### config.mk
export PLATFORM = sky130hd
export DESIGN_NAME = io_route_bridge
export DESIGN_NICKNAME = d
export VERILOG_FILES = /design/src/rtl/io_bridge_pkg.sv /design/src/rtl/io_bridge_regs.sv /design/src/rtl/io_route_decode.sv /design/src/rtl/io_cpl_return.sv /design/src/rtl/io_route_bridge.sv
export SDC_FILE = /design/constraint.sdc
export NUM_CORES = 1
export LEC_CHECK = 0
export BUFFER_PORTS_ARGS = -buffer_cell sky130_fd_sc_hd__buf_4
export CAP_MARGIN = 20
export CORE_MARGIN = 4
export CORE_UTILIZATION = 40
export DETAILED_ROUTE_END_ITERATION = 8
export PLACE_DENSITY = 0.79
export SYNTH_ARGS = -nofsm -noshare
export SYNTH_HDL_FRONTEND = slang
export SYNTH_SLANG_ARGS = --single-unit
### constraint.sdc
create_clock -name clk -period 1.8 [get_ports clk]
set_input_delay 0.36 -clock clk [delete_from_list [all_inputs] [get_ports clk]]
set_output_delay 0.36 -clock clk [all_outputs]
set_load 0.1 [all_outputs]
### src/rtl/io_bridge_pkg.sv
package io_bridge_pkg;
  localparam int CTL_W = 16;
  // Writable control bits: 6 hot reset, 4 vga 16-bit, 3 vga, 2 isa, 1 err fwd
  localparam logic [CTL_W-1:0] CTL_WR_MASK = 16'h005E;
  localparam int BIT_HOTRST = 6;
  localparam int BIT_VGA16  = 4;
  localparam int BIT_VGA    = 3;
  localparam int BIT_ISA    = 2;

  typedef enum logic [1:0] {
    SEL_CTL  = 2'd0,
    SEL_LOW  = 2'd1,
    SEL_HIGH = 2'd2,
    SEL_NONE = 2'd3
  } reg_sel_e;

  typedef struct packed {
    logic isa;
    logic vga;
    logic vga16;
  } route_cfg_t;
endpackage

### src/rtl/io_bridge_regs.sv
module io_bridge_regs
  import io_bridge_pkg::*;
#(
  parameter int ADDR_W = 16
) (
  input  logic              clk,
  input  logic              rst,
  input  logic [1:0]        reg_sel,
  input  logic              reg_wen,
  input  logic [CTL_W-1:0]  reg_wdata,
  output logic [CTL_W-1:0]  reg_rdata,
  output logic [CTL_W-1:0]  ctl_q,
  output logic [ADDR_W-1:0] low_q,
  output logic [ADDR_W-1:0] high_q
);
  logic [CTL_W-1:0] rd_mux;

  always_ff @(posedge clk) begin
    if (rst) begin
      ctl_q  <= '0;
      low_q  <= '1;
      high_q <= '0;
    end else if (reg_wen) begin
      case (reg_sel_e'(reg_sel))
        SEL_CTL:  ctl_q  <= reg_wdata & CTL_WR_MASK;
        SEL_LOW:  low_q  <= reg_wdata[ADDR_W-1:0];
        SEL_HIGH: high_q <= reg_wdata[ADDR_W-1:0];
        default:  ;
      endcase
    end
  end

  always_comb begin
    case (reg_sel_e'(reg_sel))
      SEL_CTL:  rd_mux = ctl_q;
      SEL_LOW:  rd_mux = CTL_W'(low_q);
      SEL_HIGH: rd_mux = CTL_W'(high_q);
      default:  rd_mux = '0;
    endcase
  end

  always_ff @(posedge clk) begin
    if (rst) reg_rdata <= '0;
    else     reg_rdata <= rd_mux;
  end
endmodule

### src/rtl/io_route_decode.sv
module io_route_decode
  import io_bridge_pkg::*;
#(
  parameter int ADDR_W  = 16,
  parameter int DATA_W  = 32,
  parameter int ALIAS_W = 10,
  parameter logic [ALIAS_W-1:0] VGA_A_LO = 10'h3B0,
  parameter logic [ALIAS_W-1:0] VGA_A_HI = 10'h3BB,
  parameter logic [ALIAS_W-1:0] VGA_B_LO = 10'h3C0,
  parameter logic [ALIAS_W-1:0] VGA_B_HI = 10'h3DF
) (
  input  logic              clk,
  input  logic              rst,
  input  route_cfg_t        cfg,
  input  logic [ADDR_W-1:0] low_q,
  input  logic [ADDR_W-1:0] high_q,
  input  logic              req_valid,
  input  logic              req_write,
  input  logic [ADDR_W-1:0] req_addr,
  input  logic [DATA_W-1:0] req_wdata,
  output logic              dn_valid,
  output logic              leg_valid,
  output logic [ADDR_W-1:0] fwd_addr,
  output logic              fwd_write,
  output logic [DATA_W-1:0] fwd_wdata
);
  localparam int CARVE_HI = ALIAS_W - 1;
  localparam int CARVE_LO = ALIAS_W - 2;

  logic [ALIAS_W-1:0] alias_bits;
  logic               alias_in_vga;
  logic               upper_zero;
  logic               vga_hit;
  logic               win_hit;
  logic               isa_cut;
  logic               to_dn;

  assign alias_bits   = req_addr[ALIAS_W-1:0];
  assign alias_in_vga = ((alias_bits >= VGA_A_LO) && (alias_bits <= VGA_A_HI)) ||
                        ((alias_bits >= VGA_B_LO) && (alias_bits <= VGA_B_HI));

  generate
    if (ADDR_W > ALIAS_W) begin : g_upper
      assign upper_zero = (req_addr[ADDR_W-1:ALIAS_W] == '0);
    end else begin : g_noupper
      assign upper_zero = 1'b1;
    end
  endgenerate

  always_comb begin
    vga_hit = cfg.vga && alias_in_vga && (!cfg.vga16 || upper_zero);
    win_hit = (low_q <= high_q) && (req_addr >= low_q) && (req_addr <= high_q);
    isa_cut = cfg.isa && (req_addr[CARVE_HI:CARVE_LO] != 2'b00);
    to_dn   = vga_hit || (win_hit && !isa_cut);
  end

  always_ff @(posedge clk) begin
    if (rst) begin
      dn_valid  <= 1'b0;
      leg_valid <= 1'b0;
      fwd_addr  <= '0;
      fwd_write <= 1'b0;
      fwd_wdata <= '0;
    end else begin
      dn_valid  <= req_valid && to_dn;
      leg_valid <= req_valid && !to_dn;
      if (req_valid) begin
        fwd_addr  <= req_addr;
        fwd_write <= req_write;
        fwd_wdata <= req_wdata;
      end
    end
  end
endmodule

### src/rtl/io_cpl_return.sv
module io_cpl_return #(
  parameter int DATA_W = 32
) (
  input  logic              clk,
  input  logic              rst,
  input  logic              cpl_valid,
  input  logic              cpl_read,
  input  logic              cpl_claimed,
  input  logic [DATA_W-1:0] cpl_rdata,
  output logic              rsp_valid,
  output logic [DATA_W-1:0] rsp_rdata
);
  logic [DATA_W-1:0] ret_data;

  always_comb begin
    if (!cpl_read)        ret_data = '0;
    else if (cpl_claimed) ret_data = cpl_rdata;
    else                  ret_data = '1;
  end

  always_ff @(posedge clk) begin
    if (rst) begin
      rsp_valid <= 1'b0;
      rsp_rdata <= '0;
    end else begin
      rsp_valid <= cpl_valid;
      if (cpl_valid) rsp_rdata <= ret_data;
    end
  end
endmodule

### src/rtl/io_route_bridge.sv
module io_route_bridge
  import io_bridge_pkg::*;
#(
  parameter int ADDR_W = 16,
  parameter int DATA_W = 32
) (
  input  logic              clk,
  input  logic              rst,
  input  logic [1:0]        reg_sel,
  input  logic              reg_wen,
  input  logic [15:0]       reg_wdata,
  output logic [15:0]       reg_rdata,
  output logic              hot_reset,
  input  logic              req_valid,
  input  logic              req_write,
  input  logic [ADDR_W-1:0] req_addr,
  input  logic [DATA_W-1:0] req_wdata,
  output logic              dn_valid,
  output logic              leg_valid,
  output logic [ADDR_W-1:0] fwd_addr,
  output logic              fwd_write,
  output logic [DATA_W-1:0] fwd_wdata,
  input  logic              cpl_valid,
  input  logic              cpl_read,
  input  logic              cpl_claimed,
  input  logic [DATA_W-1:0] cpl_rdata,
  output logic              rsp_valid,
  output logic [DATA_W-1:0] rsp_rdata
);
  logic [CTL_W-1:0]  ctl_q;
  logic [ADDR_W-1:0] low_q;
  logic [ADDR_W-1:0] high_q;
  route_cfg_t        cfg;

  io_bridge_regs #(.ADDR_W(ADDR_W)) u_regs (
    .clk(clk), .rst(rst), .reg_sel(reg_sel), .reg_wen(reg_wen),
    .reg_wdata(reg_wdata), .reg_rdata(reg_rdata),
    .ctl_q(ctl_q), .low_q(low_q), .high_q(high_q)
  );

  assign hot_reset = ctl_q[BIT_HOTRST];
  assign cfg.isa   = ctl_q[BIT_ISA];
  assign cfg.vga   = ctl_q[BIT_VGA];
  assign cfg.vga16 = ctl_q[BIT_VGA16];

  io_route_decode #(.ADDR_W(ADDR_W), .DATA_W(DATA_W)) u_dec (
    .clk(clk), .rst(rst), .cfg(cfg), .low_q(low_q), .high_q(high_q),
    .req_valid(req_valid), .req_write(req_write), .req_addr(req_addr),
    .req_wdata(req_wdata), .dn_valid(dn_valid), .leg_valid(leg_valid),
    .fwd_addr(fwd_addr), .fwd_write(fwd_write), .fwd_wdata(fwd_wdata)
  );

  io_cpl_return #(.DATA_W(DATA_W)) u_cpl (
    .clk(clk), .rst(rst), .cpl_valid(cpl_valid), .cpl_read(cpl_read),
    .cpl_claimed(cpl_claimed), .cpl_rdata(cpl_rdata),
    .rsp_valid(rsp_valid), .rsp_rdata(rsp_rdata)
  );
endmodule

After elaboration in Yosys (flattened, before gate mapping)

Index checks and enable logic that the tools add are counted.

Bits in registers: 137
Input bits: 106
Output and inout bits: 101
Logic and storage cells: 45

Order comparisons: 7
Equal/unequal tests: 2
Muxes and demuxes: 3
Reductions and logical operators: 22

Operators with widths:

| operator                                                | count |
|---|---|
| 2-to-1 mux 32 bit                                       | 2 |
| case mux 16 bit (3 select lines)                        | 1 |
| less-or-equal comparator 16 bit                         | 2 |
| >= comparator 10 bit (second input constant)            | 2 |
| less-or-equal comparator 10 bit (second input constant) | 2 |
| >= comparator 16 bit                                    | 1 |
| logical AND 1 bit                                       | 10 |
| zero test 6 bit                                         | 1 |
| AND reduction 2 bit                                     | 3 |
| zero test 1 bit                                         | 3 |
| logical OR 1 bit                                        | 3 |
| equality test 2 x 1 -> 1 bit (second input constant)    | 1 |
| equality test 2 bit (second input constant)             | 1 |
| zero test 2 bit                                         | 1 |
| nonzero test 2 bit                                      | 1 |

Logic depth before layout (Yosys ltp)

Word-level depth: 8
Gate-level depth with buffers: 8

Modules after synthesis

From an unflattened synthesis, not the netlist that was laid out.

Cells, all modules: 713
Area, all modules: 6901.6 µm²

Modules (own cells, without submodules):

| module          | times used | cells an instance | area each (µm²) | seq. area each (µm²) |
|---|---|---|---|---|
| io_route_decode | 1          | 325               | 2982.9          | 1021.0 |
| io_bridge_regs  | 1          | 243               | 2351.0          | 1061.0 |
| io_cpl_return   | 1          | 145               | 1567.8          | 660.6 |

Worst setup path after synthesis

No wires, ideal clock.

Path kind: register to register
From: register u_regs.high_q[7]
To: register u_dec.dn_valid
Setup time: 0.060 ns
Arrival time: 1.806 ns
Setup slack: -0.066 ns
Stages on the path, launching flop included: 9
Cells stage by stage: dfxtp_1 -> inv_1 -> ha_1 -> a21oi_1 -> o21ai_0 -> a221o_1 -> o31a_1 -> a211oi_2 -> and3b_1

Cells in the longest elaborated chain, start to end: 6
Elaborated cells between the ends (all ways): 7
Classes of those cells: 2 x order compare; 5 x reduce/logical

Ends and longest elaborated chain:

| what                            | line                  | text |
|---|---|---|
| from (decl)                     | io_bridge_regs.sv:14  | `output logic [ADDR_W-1:0] high_q` |
| from (signal assigned)          | io_bridge_regs.sv:27  | `SEL_HIGH: high_q <= reg_wdata[ADDR_W-1:0];` |
| less-or-equal comparator 16 bit | io_route_decode.sv:52 | `win_hit = (low_q <= high_q) && (req_addr >= low_q) && (req_addr <= high_q);` |
| logical AND 1 bit               | io_route_decode.sv:52 |  |
| logical AND 1 bit (*)           | io_route_decode.sv:52 |  |
| logical AND 1 bit (*)           | io_route_decode.sv:54 | `to_dn = vga_hit \|\| (win_hit && !isa_cut);` |
| logical OR 1 bit (*)            | io_route_decode.sv:54 |  |
| logical AND 1 bit (*)           | io_route_decode.sv:65 | `dn_valid <= req_valid && to_dn;` |
| to (signal assigned)            | io_route_decode.sv:65 |  |
| to (decl)                       | io_route_decode.sv:21 | `output logic dn_valid,` |

Mark *: on every way between the ends. The rest lies on a longest branch, timed or not.
A chain may end at the register's enable or synchronous reset.

Final worst setup path

From: register u_regs.high_q[14]
To: register u_dec.dn_valid

The elaborated chain is that of the path after synthesis.

==> results.md <==
* Status: complete, but fails checks
* Failing checks: negative setup slack
* Synth Flop Type: dfxtp_1
* FF+latch count, synth at roughly 140
* Fin Clk Skew at between 0.008 and 0.009 ns
* Worst path arrival time at between 2 and 2.5 ns
* Register area share after synthesis at 0.439
* Critical Path End Type: flip-flop
* Most frequent cells in the layout: buf_4, dfxtp_1, nor2_1
* Detail Route Antenna Nets at 0
* Initial DRC Count at 247
* CTS Hold Bufs at 0
* CTS H-Tree Depth at 4
* Hold Fails Final Rpt at 0
* Core Area at about 15000 µm²
* Post-synth ARST share at 0
* CTS tree: yes
* Post-synth EDFFs at 0
* Clock-pin slew on the worst setup and hold paths at approximately 0.060 ns
* VDD IR max at approximately 0.56 mV
* MaxCap Viol Count at 0
* Syn_nets at roughly 830
* Worst rel slew slack at 0.648
* Slew Limit Fails at 0
* Die width at about 130 µm
* Port bufs at roughly 210
* Layout cells sized above 1 at 0.415
* Clock Latency Late Sink at about 0.42 ns
* Worst min path class: in -> reg
* Initial antenna violation count at 0
* Avg Synthesized Cell Area at between 9 and 10 µm²
* Final WS setup at -0.139 ns
* Synth-to-Final Area Change at 50.9%
* Logic pwr share at 0.236
* Power Total at slightly above 9 mW
* Post-detail-place hpwl at 13300 µm
* Sequential share of power at 0.362
* Pin count of the biggest net entering global routing at 66
* Top Ports at ~210
* Drt total wl at 18900 µm
* YS warnings at 0
* Internal at 6.09 mW
* Total track usage at 0.210
* Post-Syn Area at 6250 µm²
* Period Utilization, post-route at 1.08
* Layout net count at around 1100
* Via count at approximately 5800
* Util after Layout at 0.618
* Unique cell type count in the Yosys netlist at 42
* GRT overflow at 0
* Leakage at roughly 4.2 nW
* CP startpoint kind: flip-flop
* Number of global-route vias before repair at 6155
* Worst hold slack at approximately 0.15 ns
* Drt first pass iters at 4
* Clock share of power at 0.402
* Critical path class: reg -> reg
* Cell Rows at 45
* Die ar. at 17700 µm²
* Fmax at between 500 and 600 MHz
* Pre-CTS setup slack at -0.374 ns
* WP data required at around 2.2 ns
* Worst-margin pin slew at around 0.53 ns
* Most common cell after layout, fill and taps aside: buf_4
* Sw frac at 0.328
* Endpoints failing setup at 2
* DRC at 0
* Post-Syn Instances at 679
* Pwr per Cell Area at slightly below 1000 nW/µm²
* P_sw at about 3.0 mW
* Max Buffers Root-to-Sink at 2
* Initial Utilization at 0.410
* Share of the synthesized area in the top cell type at 0.439
* WL/cell at about 17 µm
* Synth area leader: dfxtp_1
* Synth area leaders: dfxtp_1, ha_1, mux2i_1, a21oi_1, nor2_1
* Max FO, Critical Path at 4
* Placer Congestion at slightly above 0.9
* ANT cells at 0
* First-pass GRT wire length at between 30000 and 40000 µm
* Chip height at roughly 130 µm
* Sink Count at around 140
* CTS Buf Count at 17
* Minimum clock period at between 1.5 and 2 ns
* DR vias/cell at between 5 and 6
* RSZ-0062 raised after global routing: true
* Root buffer cell: clkbuf_16
[per-layer routing]
metal / track usage / up-vias / wire length (µm)
li1: - / 2860 / -
met5: 0 / - / 0
met3: 0.0749 / 30 / 1570
met1: 0.233 / 2706 / 7360
met4: 0.0855 / 0 / 416
met2: 0.365 / 198 / 9560
[sequential cells by signal, summed over array words and instances, names as in the netlist]
name and count:
u_regs.ctl_q 5, u_dec.fwd_wdata 32, u_cpl.rsp_rdata 32, u_dec.leg_valid 1, u_regs.low_q 16, u_regs.reg_rdata 16
u_cpl.rsp_valid 1, u_dec.dn_valid 1, u_dec.fwd_write 1, u_regs.high_q 16, u_dec.fwd_addr 16
[power groups by stage]
| stage | sequential [mW] | clock, mW | combinational (mW) |
|---|---|---|---|
| 3_3_place_gp | 3.34 | 0 | 2.03 |
| 5_1_grt | 3.30 | 3.86 | 2.26 |
| 4_1_cts | 3.28 | 3.71 | 2.11 |
| 3_5_place_dp | 3.34 | 0 | 2.05 |
| 2_1_floorplan | 4.20 | 0 | 0.542 |
| 6_report | 3.29 | 3.64 | 2.14 |
[final timing paths]
kind | startpoint | to | slack, ns | cells past startpoint
max | u_regs.high_q[14] | u_dec.dn_valid | -0.14 | 8
min | reg_wdata[13] | u_regs.low_q[13] | 0.15 | 2
max reg2reg | u_regs.high_q[14] | u_dec.dn_valid | -0.14 | 8
min reg2reg | u_cpl.rsp_rdata[9] | u_cpl.rsp_rdata[9] | 0.47 | 2
[through the flow]
stage	setup TNS [ns]	instance area, µm²	std cells
finish	-0.227	9440	1145
global route	-0.282	9440	1145
CTS	-0.0928	9390	1145
detailed placement	-0.699	8510	1111
global placement	-0.567	8510	1111
floorplan	0	6400	679
[synthesized netlist by cell type (all sizes together) (8+ instances only)]
cell type,n
a22oi,11
buf,8
nand2b,33
a211o,16
nand2,41
clkbuf,38
a21oi,70
o211ai,35
mux2i,59
nand4,9
dfxtp,137
inv,34
nor2,93
ha,48
[kinds of logic (layout without fill, tap and decap cells)]
group	after synthesis	after routing	share of synthesized area
AO/OA/AOI/OAI	155	155	0.167
adder cells (fa/ha/maj)	48	48	0.0960
buffers and inverters	80	335	0.0546
flip-flops	137	137	0.439
multiplexers	59	59	0.0944
AND/OR/NAND/NOR	200	200	0.149
[layout make-up]
cell class / count / area, µm²
clock buffers: 17 / 425
clock inverters: 15 / 189
fillers: 1283 / 5820
inverters: 34 / 135
multi-input cells: 462 / 3570
flip-flops and latches: 137 / 2780
well taps: 211 / 264
repair buffers: 269 / 2070
[critical path, stage by stage (launching register included)]
cell and delay, ns:
dfxtp_2 0.35, inv_4 0.05, ha_4 0.22, nand4_1 0.21, nor2_1 0.07, a221o_1 0.31, o31a_1 0.25, a211oi_2 0.23
and3b_1 0.19
[repair_timing]
action,in CTS,in global routing
setup buffers,2,0
pin swaps,9,5
resized for setup,55,12
setup endpoints to repair,2,2
endpoints found under the hold margin,0,0
Power figures use the tool's default switching activity.
